## src/rtl/nor_pp_pkg.sv

```systemverilog
package nor_pp_pkg;

   // register byte offsets seen by software
   localparam logic [7:0] REG_CMD   = 8'h00;
   localparam logic [7:0] REG_ADR0  = 8'h10;
   localparam logic [7:0] REG_ADR1  = 8'h14;
   localparam logic [7:0] REG_ADR2  = 8'h18;
   localparam logic [7:0] REG_ADR3  = 8'hC8;
   localparam logic [7:0] REG_ONE   = 8'h1C;
   localparam logic [7:0] REG_MODE  = 8'h64;
   localparam logic [7:0] REG_FILL  = 8'h98;

   // command codes written to REG_CMD
   localparam logic [7:0] CMD_BUF   = 8'h10;
   localparam logic [7:0] CMD_ONE   = 8'h90;

   // flash opcodes
   localparam logic [7:0] OP_WREN   = 8'h06;
   localparam logic [7:0] OP_PROG   = 8'h02;
   localparam logic [7:0] OP_RDSR   = 8'h05;

   typedef enum logic [2:0] {
      ST_IDLE,
      ST_WREN,
      ST_GAP_A,
      ST_PROG,
      ST_GAP_B,
      ST_POLL,
      ST_GAP_C
   } seq_state_e;

endpackage

```

## src/rtl/nor_pp_shifter.sv

```systemverilog
// Serial engine, mode 0: shifts one word out on mosi and one word in from miso.
module nor_pp_shifter #(
   parameter int WIDTH = 8
)(
   input  logic             clk,
   input  logic             rst_n,
   input  logic             start,
   input  logic [WIDTH-1:0] tx,
   input  logic             miso,
   output logic             sclk,
   output logic             mosi,
   output logic             active,
   output logic             done,
   output logic [WIDTH-1:0] rx
);
   localparam int CNT_W = (WIDTH > 1) ? $clog2(WIDTH) : 1;

   if (WIDTH < 2) begin : g_bad_width
      $error("nor_pp_shifter: WIDTH must be at least 2");
   end

   logic [CNT_W-1:0] bitn;
   logic             ph;
   logic [WIDTH-1:0] sh;

   always_ff @(posedge clk or negedge rst_n) begin
      if (!rst_n) begin
         active <= 1'b0;
         ph     <= 1'b0;
         sclk   <= 1'b0;
         bitn   <= '0;
         sh     <= '0;
         rx     <= '0;
      end else if (!active) begin
         sclk <= 1'b0;
         if (start) begin
            active <= 1'b1;
            sh     <= tx;
            bitn   <= CNT_W'(WIDTH - 1);
            ph     <= 1'b0;
         end
      end else if (!ph) begin
         // rising edge: capture the bit the flash set up on the last fall
         ph   <= 1'b1;
         sclk <= 1'b1;
         rx   <= {rx[WIDTH-2:0], miso};
      end else begin
         ph   <= 1'b0;
         sclk <= 1'b0;
         sh   <= {sh[WIDTH-2:0], 1'b0};
         if (bitn == '0) active <= 1'b0;
         else            bitn   <= bitn - 1'b1;
      end
   end

   assign mosi = sh[WIDTH-1];
   assign done = active & ph & (bitn == '0);

endmodule

```

## src/rtl/nor_pp_pagebuf.sv

```systemverilog
// Page buffer: word-wide fill with an auto-advancing pointer, byte-wide read.
module nor_pp_pagebuf #(
   parameter int BUF_BYTES = 128,
   localparam int WORDS    = BUF_BYTES / 4,
   localparam int PTR_W    = $clog2(WORDS),
   localparam int BIDX_W   = $clog2(BUF_BYTES)
)(
   input  logic              clk,
   input  logic              rst_n,
   input  logic              clr,
   input  logic              we,
   input  logic [31:0]       wdata,
   input  logic [BIDX_W-1:0] rd_idx,
   output logic [7:0]        rd_byte,
   output logic [PTR_W-1:0]  fill_ptr
);
   if (BUF_BYTES < 8 || (BUF_BYTES & (BUF_BYTES - 1)) != 0) begin : g_bad_size
      $error("nor_pp_pagebuf: BUF_BYTES must be a power of two of at least 8");
   end

   logic [WORDS-1:0][31:0] mem;
   logic [31:0]            rd_word;

   always_ff @(posedge clk or negedge rst_n) begin
      if (!rst_n) begin
         mem      <= '0;
         fill_ptr <= '0;
      end else begin
         if (we) mem[fill_ptr] <= wdata;
         if (clr)     fill_ptr <= '0;
         else if (we) fill_ptr <= fill_ptr + 1'b1;
      end
   end

   assign rd_word = mem[rd_idx[BIDX_W-1:2]];
   assign rd_byte = rd_word[8*rd_idx[1:0] +: 8];

endmodule

```

## src/rtl/nor_pp_wbuf.sv

```systemverilog
module nor_pp_wbuf
   import nor_pp_pkg::*;
#(
   parameter int BUF_BYTES  = 128,
   parameter int ADDR_BYTES = 3
)(
   input  logic        clk,
   input  logic        rst_n,
   input  logic        bus_we,
   input  logic [7:0]  bus_addr,
   input  logic [31:0] bus_wdata,
   output logic [31:0] bus_rdata,
   output logic        spi_cs_n,
   output logic        spi_sclk,
   output logic        spi_mosi,
   input  logic        spi_miso
);
   localparam int WORDS  = BUF_BYTES / 4;
   localparam int PTR_W  = $clog2(WORDS);
   localparam int BIDX_W = $clog2(BUF_BYTES);
   localparam int IDX_W  = $clog2(ADDR_BYTES + BUF_BYTES + 2);

   if (ADDR_BYTES != 3 && ADDR_BYTES != 4) begin : g_bad_addr
      $error("nor_pp_wbuf: ADDR_BYTES must be 3 or 4");
   end

   seq_state_e       st;
   logic             single_q, wip_q, mode_req, mode_eff;
   logic [31:0]      addr_q;
   logic [7:0]       wbyte_q;
   logic [IDX_W-1:0] idx, didx, last_idx;
   logic             busy, shifting, wr_cmd, start_buf, start_one, fill_we, ptr_clr;
   logic [7:0]       tx_byte, buf_byte, eng_rx;
   logic             eng_act, eng_done, eng_start;
   logic [PTR_W-1:0] fill_ptr;

   assign busy      = (st != ST_IDLE);
   assign shifting  = (st == ST_WREN) || (st == ST_PROG) || (st == ST_POLL);
   assign wr_cmd    = bus_we && (bus_addr == REG_CMD) && !busy;
   assign start_buf = wr_cmd && (bus_wdata[7:0] == CMD_BUF) && mode_eff;
   assign start_one = wr_cmd && (bus_wdata[7:0] == CMD_ONE);
   assign fill_we   = bus_we && (bus_addr == REG_FILL) && !busy && mode_eff;
   assign ptr_clr   = ((st == ST_GAP_C) && !wip_q && !single_q) ||
                      (!busy && (mode_eff != mode_req));
   assign eng_start = shifting && !eng_act;
   assign spi_cs_n  = !shifting;
   assign last_idx  = single_q ? IDX_W'(ADDR_BYTES + 1) : IDX_W'(ADDR_BYTES + BUF_BYTES);
   assign didx      = idx - IDX_W'(ADDR_BYTES + 1);

   nor_pp_pagebuf #(.BUF_BYTES(BUF_BYTES)) pagebuf_i (
      .clk      (clk),
      .rst_n    (rst_n),
      .clr      (ptr_clr),
      .we       (fill_we),
      .wdata    (bus_wdata),
      .rd_idx   (didx[BIDX_W-1:0]),
      .rd_byte  (buf_byte),
      .fill_ptr (fill_ptr)
   );

   nor_pp_shifter #(.WIDTH(8)) shifter_i (
      .clk    (clk),
      .rst_n  (rst_n),
      .start  (eng_start),
      .tx     (tx_byte),
      .miso   (spi_miso),
      .sclk   (spi_sclk),
      .mosi   (spi_mosi),
      .active (eng_act),
      .done   (eng_done),
      .rx     (eng_rx)
   );

   // byte to shift for the current frame position
   always_comb begin
      tx_byte = 8'h00;
      case (st)
         ST_WREN: tx_byte = OP_WREN;
         ST_POLL: tx_byte = (idx == '0) ? OP_RDSR : 8'h00;
         ST_PROG: begin
            if (idx == '0)
               tx_byte = OP_PROG;
            else if (idx > IDX_W'(ADDR_BYTES))
               tx_byte = single_q ? wbyte_q : buf_byte;
            else
               for (int k = 1; k <= ADDR_BYTES; k++)
                  if (idx == IDX_W'(k)) tx_byte = addr_q[8*(ADDR_BYTES-k) +: 8];
         end
         default: tx_byte = 8'h00;
      endcase
   end

   always_ff @(posedge clk or negedge rst_n) begin
      if (!rst_n) begin
         st       <= ST_IDLE;
         single_q <= 1'b0;
         wip_q    <= 1'b0;
         mode_req <= 1'b0;
         mode_eff <= 1'b0;
         addr_q   <= '0;
         wbyte_q  <= '0;
         idx      <= '0;
      end else begin
         if (bus_we && bus_addr == REG_MODE) mode_req <= bus_wdata[0];
         if (!busy) mode_eff <= mode_req;
         if (bus_we && !busy) begin
            case (bus_addr)
               REG_ADR0: addr_q[7:0]   <= bus_wdata[7:0];
               REG_ADR1: addr_q[15:8]  <= bus_wdata[7:0];
               REG_ADR2: addr_q[23:16] <= bus_wdata[7:0];
               REG_ADR3: addr_q[31:24] <= bus_wdata[7:0];
               REG_ONE:  wbyte_q       <= bus_wdata[7:0];
               default: ;
            endcase
         end
         case (st)
            ST_IDLE: if (start_buf || start_one) begin
               single_q <= start_one;
               idx      <= '0;
               st       <= ST_WREN;
            end
            ST_WREN: if (eng_done) st <= ST_GAP_A;
            ST_GAP_A: begin
               idx <= '0;
               st  <= ST_PROG;
            end
            ST_PROG: if (eng_done) begin
               if (idx == last_idx) st  <= ST_GAP_B;
               else                 idx <= idx + 1'b1;
            end
            ST_GAP_B: begin
               idx <= '0;
               st  <= ST_POLL;
            end
            ST_POLL: if (eng_done) begin
               if (idx == '0) idx <= IDX_W'(1);
               else begin
                  wip_q <= eng_rx[0];
                  st    <= ST_GAP_C;
               end
            end
            ST_GAP_C: begin
               idx <= '0;
               if (wip_q) st <= ST_POLL;
               else begin
                  st <= ST_IDLE;
                  if (single_q) addr_q <= addr_q + 32'd1;
               end
            end
            default: st <= ST_IDLE;
         endcase
      end
   end

   always_comb begin
      case (bus_addr)
         REG_CMD:  bus_rdata = busy ? {24'h0, (single_q ? CMD_ONE : CMD_BUF)} : 32'h0;
         REG_ADR0: bus_rdata = {24'h0, addr_q[7:0]};
         REG_ADR1: bus_rdata = {24'h0, addr_q[15:8]};
         REG_ADR2: bus_rdata = {24'h0, addr_q[23:16]};
         REG_ADR3: bus_rdata = {24'h0, addr_q[31:24]};
         REG_ONE:  bus_rdata = {24'h0, wbyte_q};
         REG_MODE: bus_rdata = {31'h0, mode_eff};
         default:  bus_rdata = 32'h0;
      endcase
   end

endmodule

```

## config.mk

```make
export PLATFORM = sky130hd
export DESIGN_NAME = nor_pp_wbuf
export DESIGN_NICKNAME = d
export VERILOG_FILES = /design/src/rtl/nor_pp_pkg.sv /design/src/rtl/nor_pp_shifter.sv /design/src/rtl/nor_pp_pagebuf.sv /design/src/rtl/nor_pp_wbuf.sv
export SDC_FILE = /design/constraint.sdc
export NUM_CORES = 2
export LEC_CHECK = 0
export BUFFER_PORTS_ARGS = -buffer_cell sky130_fd_sc_hd__buf_2
export CORE_UTILIZATION = 35
export DETAILED_ROUTE_END_ITERATION = 7
export GPL_ROUTABILITY_DRIVEN = 0
export SKIP_LAST_GASP = 1
export SYNTH_ARGS = -nofsm -noshare
export SYNTH_HDL_FRONTEND = slang
export SYNTH_SLANG_ARGS = --single-unit
```

## constraint.sdc

```tcl
create_clock -name clk -period 3.52 [get_ports clk]
set_input_delay 0.176 -clock clk [delete_from_list [all_inputs] [get_ports clk]]
set_output_delay 0.176 -clock clk [all_outputs]
set_load 0.005 [all_outputs]
```

Word-level counts from Yosys, hierarchy flattened. Cells that the tools add are included.

Reductions and logical operators: 41. Eq/ne operators: 30. Shift-type cells: 1. Add/sub/neg operators: 5. Mux-type cells: 56. Bitwise logic cells: 4. $lt $le $gt $ge: 4.

Operators with widths (number): 1024-bit bitwise mux (1); 32-bit two-way mux (6); 8-bit two-way mux (21); 32-bit binary-select mux with 5-bit select (1); 32-bit demux with 5-bit select (1); 8-bit one-hot mux with 7 select lines (1); 8-bit by 5-bit == test with 1-bit output (second input constant) (5); 3-bit two-way mux (12); 32-bit by 1-bit adder with 32-bit output (second input constant) (1); 8-bit one-hot mux with 4 select lines (1); 32-bit by 6-bit variable part select with 8-bit output (1); 8-bit == test (second input constant) (3); 8-bit one-hot mux with 3 select lines (1); 3-bit one-hot mux with 7 select lines (1); 8-bit by 2-bit == test with 1-bit output (second input constant) (2); 8-bit logical NOT (2); 2-bit != test (second input constant) (8); 1-bit logical AND (15); 5-bit by 6-bit less-than comparator with 1-bit output (second input constant) (2); 6-bit AND reduction (2); 5-bit two-way mux (2); 3-bit == test (second input constant) (3); 8-bit by 1-bit adder with 8-bit output (second input constant) (1); 8-bit by 1-bit == test with 1-bit output (second input constant) (1); 23 further kinds (47).

Input bits: 44. Word-level logic and storage cells: 188. Register bits after elaboration: 1099. Output and inout bits: 35.

Depth between registers and ports, before layout.
Depth after elaboration: 10. Mapped depth: 18. Gate-level depth less buffers: 8.

Modules after synthesis. A second synthesis with hierarchy kept.

Cell total of the unflattened synthesis: 3371. Area, all modules: 51974.8 um^2.

By module, submodules not included: nor_pp_pagebuf (times used 1, sequential area each 25749.7 um^2, cells an instance 2740, area each 46392.0 um^2); nor_pp_wbuf (times used 1, sequential area each 1376.3 um^2, cells an instance 544, area each 4495.6 um^2); nor_pp_shifter (times used 1, sequential area each 550.5 um^2, cells an instance 87, area each 1087.3 um^2).

Worst setup path before layout. OpenSTA, ideal clock, no wires.

Kind: register -> register. Start: register idx[2]. End: register shifter_i.sh[6]. Setup time: 0.128 ns. Data arrival time: 3.543 ns. Stages on the path, launching flop included: 16. Setup slack: -0.151 ns. Required time: 3.392 ns. Buffers on the path: 9. Clock period less this slack: 3.671 ns. Cell sequence: dfrtp_1 -> buf_6 -> buf_6 -> buf_6 -> buf_6 -> buf_4 -> inv_1 -> ha_1 -> buf_2 -> buf_2 -> buf_1 -> buf_2 -> mux4_2 -> mux4_2 -> a221oi_1 -> o21ai_1.

Cells in the longest elaborated chain, start to end: 10. Elaborated cells on any way between the ends: 18. Those cells by class: 1 x add/sub; 1 x order compare; 3 x eq/ne; 1 x shift; 11 x mux; 1 x reduce/logical.

RTL lines: start: declaration (RTL line nor_pp_wbuf.sv:31) `logic [IDX_W-1:0] idx, didx, last_idx;`; start signal: assignment (RTL line nor_pp_wbuf.sv:129) `else idx <= idx + 1'b1;`; 7-bit by 3-bit subtractor with 7-bit output (RTL line nor_pp_wbuf.sv:48) `assign didx = idx - IDX_W'(ADDR_BYTES + 1);`; 32-bit binary-select mux with 5-bit select (RTL line nor_pp_pagebuf.sv:35) `assign rd_word = mem[rd_idx[BIDX_W-1:2]];`; 32-bit two-way mux (implied by the code) (RTL line nor_pp_pagebuf.sv:35); 32-bit by 6-bit variable part select with 8-bit output (RTL line nor_pp_pagebuf.sv:36) `assign rd_byte = rd_word[8*rd_idx[1:0] +: 8];`; 8-bit two-way mux (RTL line nor_pp_wbuf.sv:84) `tx_byte = single_q ? wbyte_q : buf_byte;`; 8-bit two-way mux (RTL line nor_pp_wbuf.sv:83) `else if (idx > IDX_W'(ADDR_BYTES))`; 8-bit two-way mux * (RTL line nor_pp_wbuf.sv:81) `if (idx == '0)`; 8-bit one-hot mux with 3 select lines * (RTL line nor_pp_wbuf.sv:77) `case (st)`; 8-bit two-way mux * (RTL line nor_pp_shifter.sv:36) `if (start) begin`; 8-bit two-way mux * (RTL line nor_pp_shifter.sv:34) `end else if (!active) begin`; end signal: assignment (RTL line nor_pp_shifter.sv:38) `sh <= tx;`; end signal: assignment (RTL line nor_pp_shifter.sv:50) `sh <= {sh[WIDTH-2:0], 1'b0};`; end: declaration (RTL line nor_pp_shifter.sv:24) `logic [WIDTH-1:0] sh;`.

Mark *: on every way between the ends. The rest lies on a longest branch, timed or not. The select of a mux whose other input is x is not followed. A chain may end at the register's enable or synchronous reset.

Final worst setup path.
Start: register idx[2]. End: register shifter_i.sh[4].

The elaborated chain is that of the path after synthesis.

==> metrics.txt <==
CTS root buf=clkbuf_16; postcts setup bufs=0; critical path endpoint category=flop; fillers=around 13k; outcome=completed; post-detail-place hpwl=94.4 mm; vias in the first global route=roughly 32k; H-tree levels=3; Synth top area share=52.8%; Via density=5.67; n_diodes=0; Worst Max-Slew Pin Slew=approximately 1.0 ns; DR pass1 iterations=8; IO Count=79; Mean Syn Cell Area=14.6 um2; XOR/XNOR share of the synthesized area=less than 1%; clock sink count=1099; crit path DAT=approximately 4.1 ns; DRC=0; Max Freq=approximately 0.29 GHz; Layout Cell Area excl Fill=59600 um2; core area=148000 um2; FF-to-FF setup slack=0.02 ns; share of cells above drive strength 1=49.1%; PortBufs=54; placed cell area=55400 um2; # nets final=3648; Post-Synth Simple-Gate Area=4.24%; initial DRC count=3083; num rows=approximately 140; Mapped Cells=3555; adder-cell share of the synthesized area=0.336%; worst-skew pair later-pin latency=0.74 ns; largest family of logic cells by synthesized area=multiplexers; GRT Overall Usage=20.6%; drt wl/cell=27.4 um; Area Growth Syn to Fin=14.5%; largest net degree at the start of global routing=between 90 and 100; Max Transition Viols Final=0; Initial Util=35.3%; Clock Tree Buf Depth=3; Hold Path Class=in -> async; area leader, netlist=dfrtp_1; CP required=slightly above 4 ns; pwr dens=about 440 nW/um2; initial antenna violation count=3; Commonest cells post-synth=1099 x dfrtp_1, 1033 x mux2_2, 282 x mux4_2, 145 x clkbuf_1, 140 x nand2_1; Max IR drop VDD=0.412 mV; RSZ-0062 raised after global routing=no; YS warnings=0; Setup CP Type=reg -> reg; Seq/Total Area, Yosys=52.8%; Netlist Area Pre-Place=52100 um2; worst r2r src=idx[2]$_DFFE_PN0P_; R2R depth=8; area occupied by multi-input gates=23100 um2; worst-path fanout max=11; clock slew at reported path FFs=0.07 ns; Clock Skews=around 0.023 ns; flip-flop and latch area=27500 um2; post-route setup TNS=0 ns; Tmin final=~3.5 ns; DR vias=31.8k; GRT overflow=0; global-route wire length before repair=231 mm; post-synthesis mux area share=35.6%; crit share post-route=99.6%; CTS tree=yes; number of routed nets with antenna violations=0; Die Ht=388 um; final hold vios=0; Synth area leaders=dfrtp_1 53%, mux2_2 22%, mux4_2 12%; die width=388 um; compound-gate portion of the synthesized area=3.20%; most frequent cell after synthesis=dfrtp_1; Num CTS Buffers=115; Post-synth EDFFs=0; Leak Pwr=0.0276 uW; Final Setup Violations=0; total die area=150000 um2; Netlist cell types=81; R2R Path End=shifter_i.sh[4]$_DFFE_PN0P_; maxcap violations=0; startpoint types=flop; ys flop type=dfrtp_1; final wirelength=154 mm; Worst slew margin=30.6%; Yosys reg bits=around 1.1k; Async S/R FF share, synth=between 90% and 100%
## per-layer routing
metal	global-route usage [%]	up-vias	wire, um
li1	-	13251	-
met4	5.89	4	4550
met3	3.41	256	8410
met1	30.2	17397	70800
met2	31.1	921	70000
met5	0	-	21
## power breakdown
group          total, uW  switching (uW)  leakage (uW)  internal, uW
clock              13000            5280       0.00200          7760
sequential         12700            69.4        0.0153         12700
combinational        622             509        0.0103           114
## state kept, by name (all words and copies together), names as in the netlist
signal,cells
pagebuf_i.mem,1024
addr_q,32
idx,8
shifter_i.sh,8
wbyte_q,8
pagebuf_i.fill_ptr,5
shifter_i.bitn,3
st,3
mode_eff,1
mode_req,1
shifter_i.active,1
shifter_i.ph,1
shifter_i.rx,1
shifter_i.sclk,1
single_q,1
wip_q,1
## cell type report
class	count	area share, %
clock buffer	157	5.52
tap	1930	4.05
multi-input combinational	2110	38.8
clock inverter	54	1.27
inverter	20	0.126
sequential	1099	46.2
timing repair buffer	244	4.12
## cells in the final DEF (no fill, tap or decap), types with 41 or more instances in the layout
| master | count |
|---|---|
| dfrtp_1 | 1098 |
| nand3_1 | 41 |
| buf_4 | 124 |
| nand2_1 | 140 |
| clkbuf_16 | 117 |
| mux2_2 | 1033 |
| mux4_2 | 282 |
| a21oi_1 | 57 |
| buf_12 | 58 |
| nor2_1 | 92 |
| buf_2 | 53 |
| mux2i_1 | 41 |
## repair_timing
| action | CTS | global route |
|---|---|---|
| pin swaps | 0 | 0 |
| cloned | 0 | 0 |
| endpoints found under the hold margin | 56 | 0 |
| hold buffers | 8 | 0 |
| setup endpoints to repair | 3 | 2 |
| gates resized for setup | 3 | 5 |
## how the worst max path moves through the flow
stage	cells past startpoint	slack [ns]	from	endpoint
final	8	0.02	idx[2]$_DFFE_PN0P_	shifter_i.sh[4]$_DFFE_PN0P_
after global routing	9	0.05	idx[2]$_DFFE_PN0P_	shifter_i.sh[3]$_DFFE_PN0P_
after CTS	9	-0.16	idx[2]$_DFFE_PN0P_	shifter_i.sh[3]$_DFFE_PN0P_
after detailed placement	9	-0.33	idx[2]$_DFFE_PN0P_	shifter_i.sh[3]$_DFFE_PN0P_
after global placement	9	-0.26	idx[2]$_DFFE_PN0P_	shifter_i.sh[3]$_DFFE_PN0P_
after floorplan	15	0.003	idx[2]$_DFFE_PN0P_	shifter_i.sh[3]$_DFFE_PN0P_
## worst max-delay path, cell delays in order (launching register included)
cell,delay [ns]
dfrtp_4,0.49
inv_1,0.18
ha_1,0.45
nor3b_4,0.41
xor2_4,0.51
buf_4,0.24
nor2_1,0.14
a2111oi_1,0.78
o31ai_1,0.15
## cell families (layout without fill, tap and decap cells)
kind of cell | Yosys count | count (layout)
adder cells (fa/ha/maj) | 14 | 14
AND/OR/NAND/NOR | 453 | 453
buffers and inverters | 369 | 475
XOR/XNOR | 8 | 8
AO/OA/AOI/OAI | 241 | 241
flip-flops | 1099 | 1099
other | 1 | 24
multiplexers | 1370 | 1370
## stage by stage
stage / util (%) / total power (uW) / hold WS [ns] / setup slack [ns] / instances
after floorplan: - / 13200 / -0.120 / 0.00339 / 3578
after global placement: 37.5 / 13600 / 0.288 / -0.257 / 5395
after detailed placement: 37.5 / 13600 / 0.297 / -0.329 / 5395
after CTS: 40.3 / 26700 / 0.00969 / -0.158 / 5614
after global routing: 40.4 / 27200 / 0.0786 / 0.0518 / 5614
final: 40.4 / 26400 / 0.0326 / 0.0157 / 5614
Power figures use the tool's default switching activity.
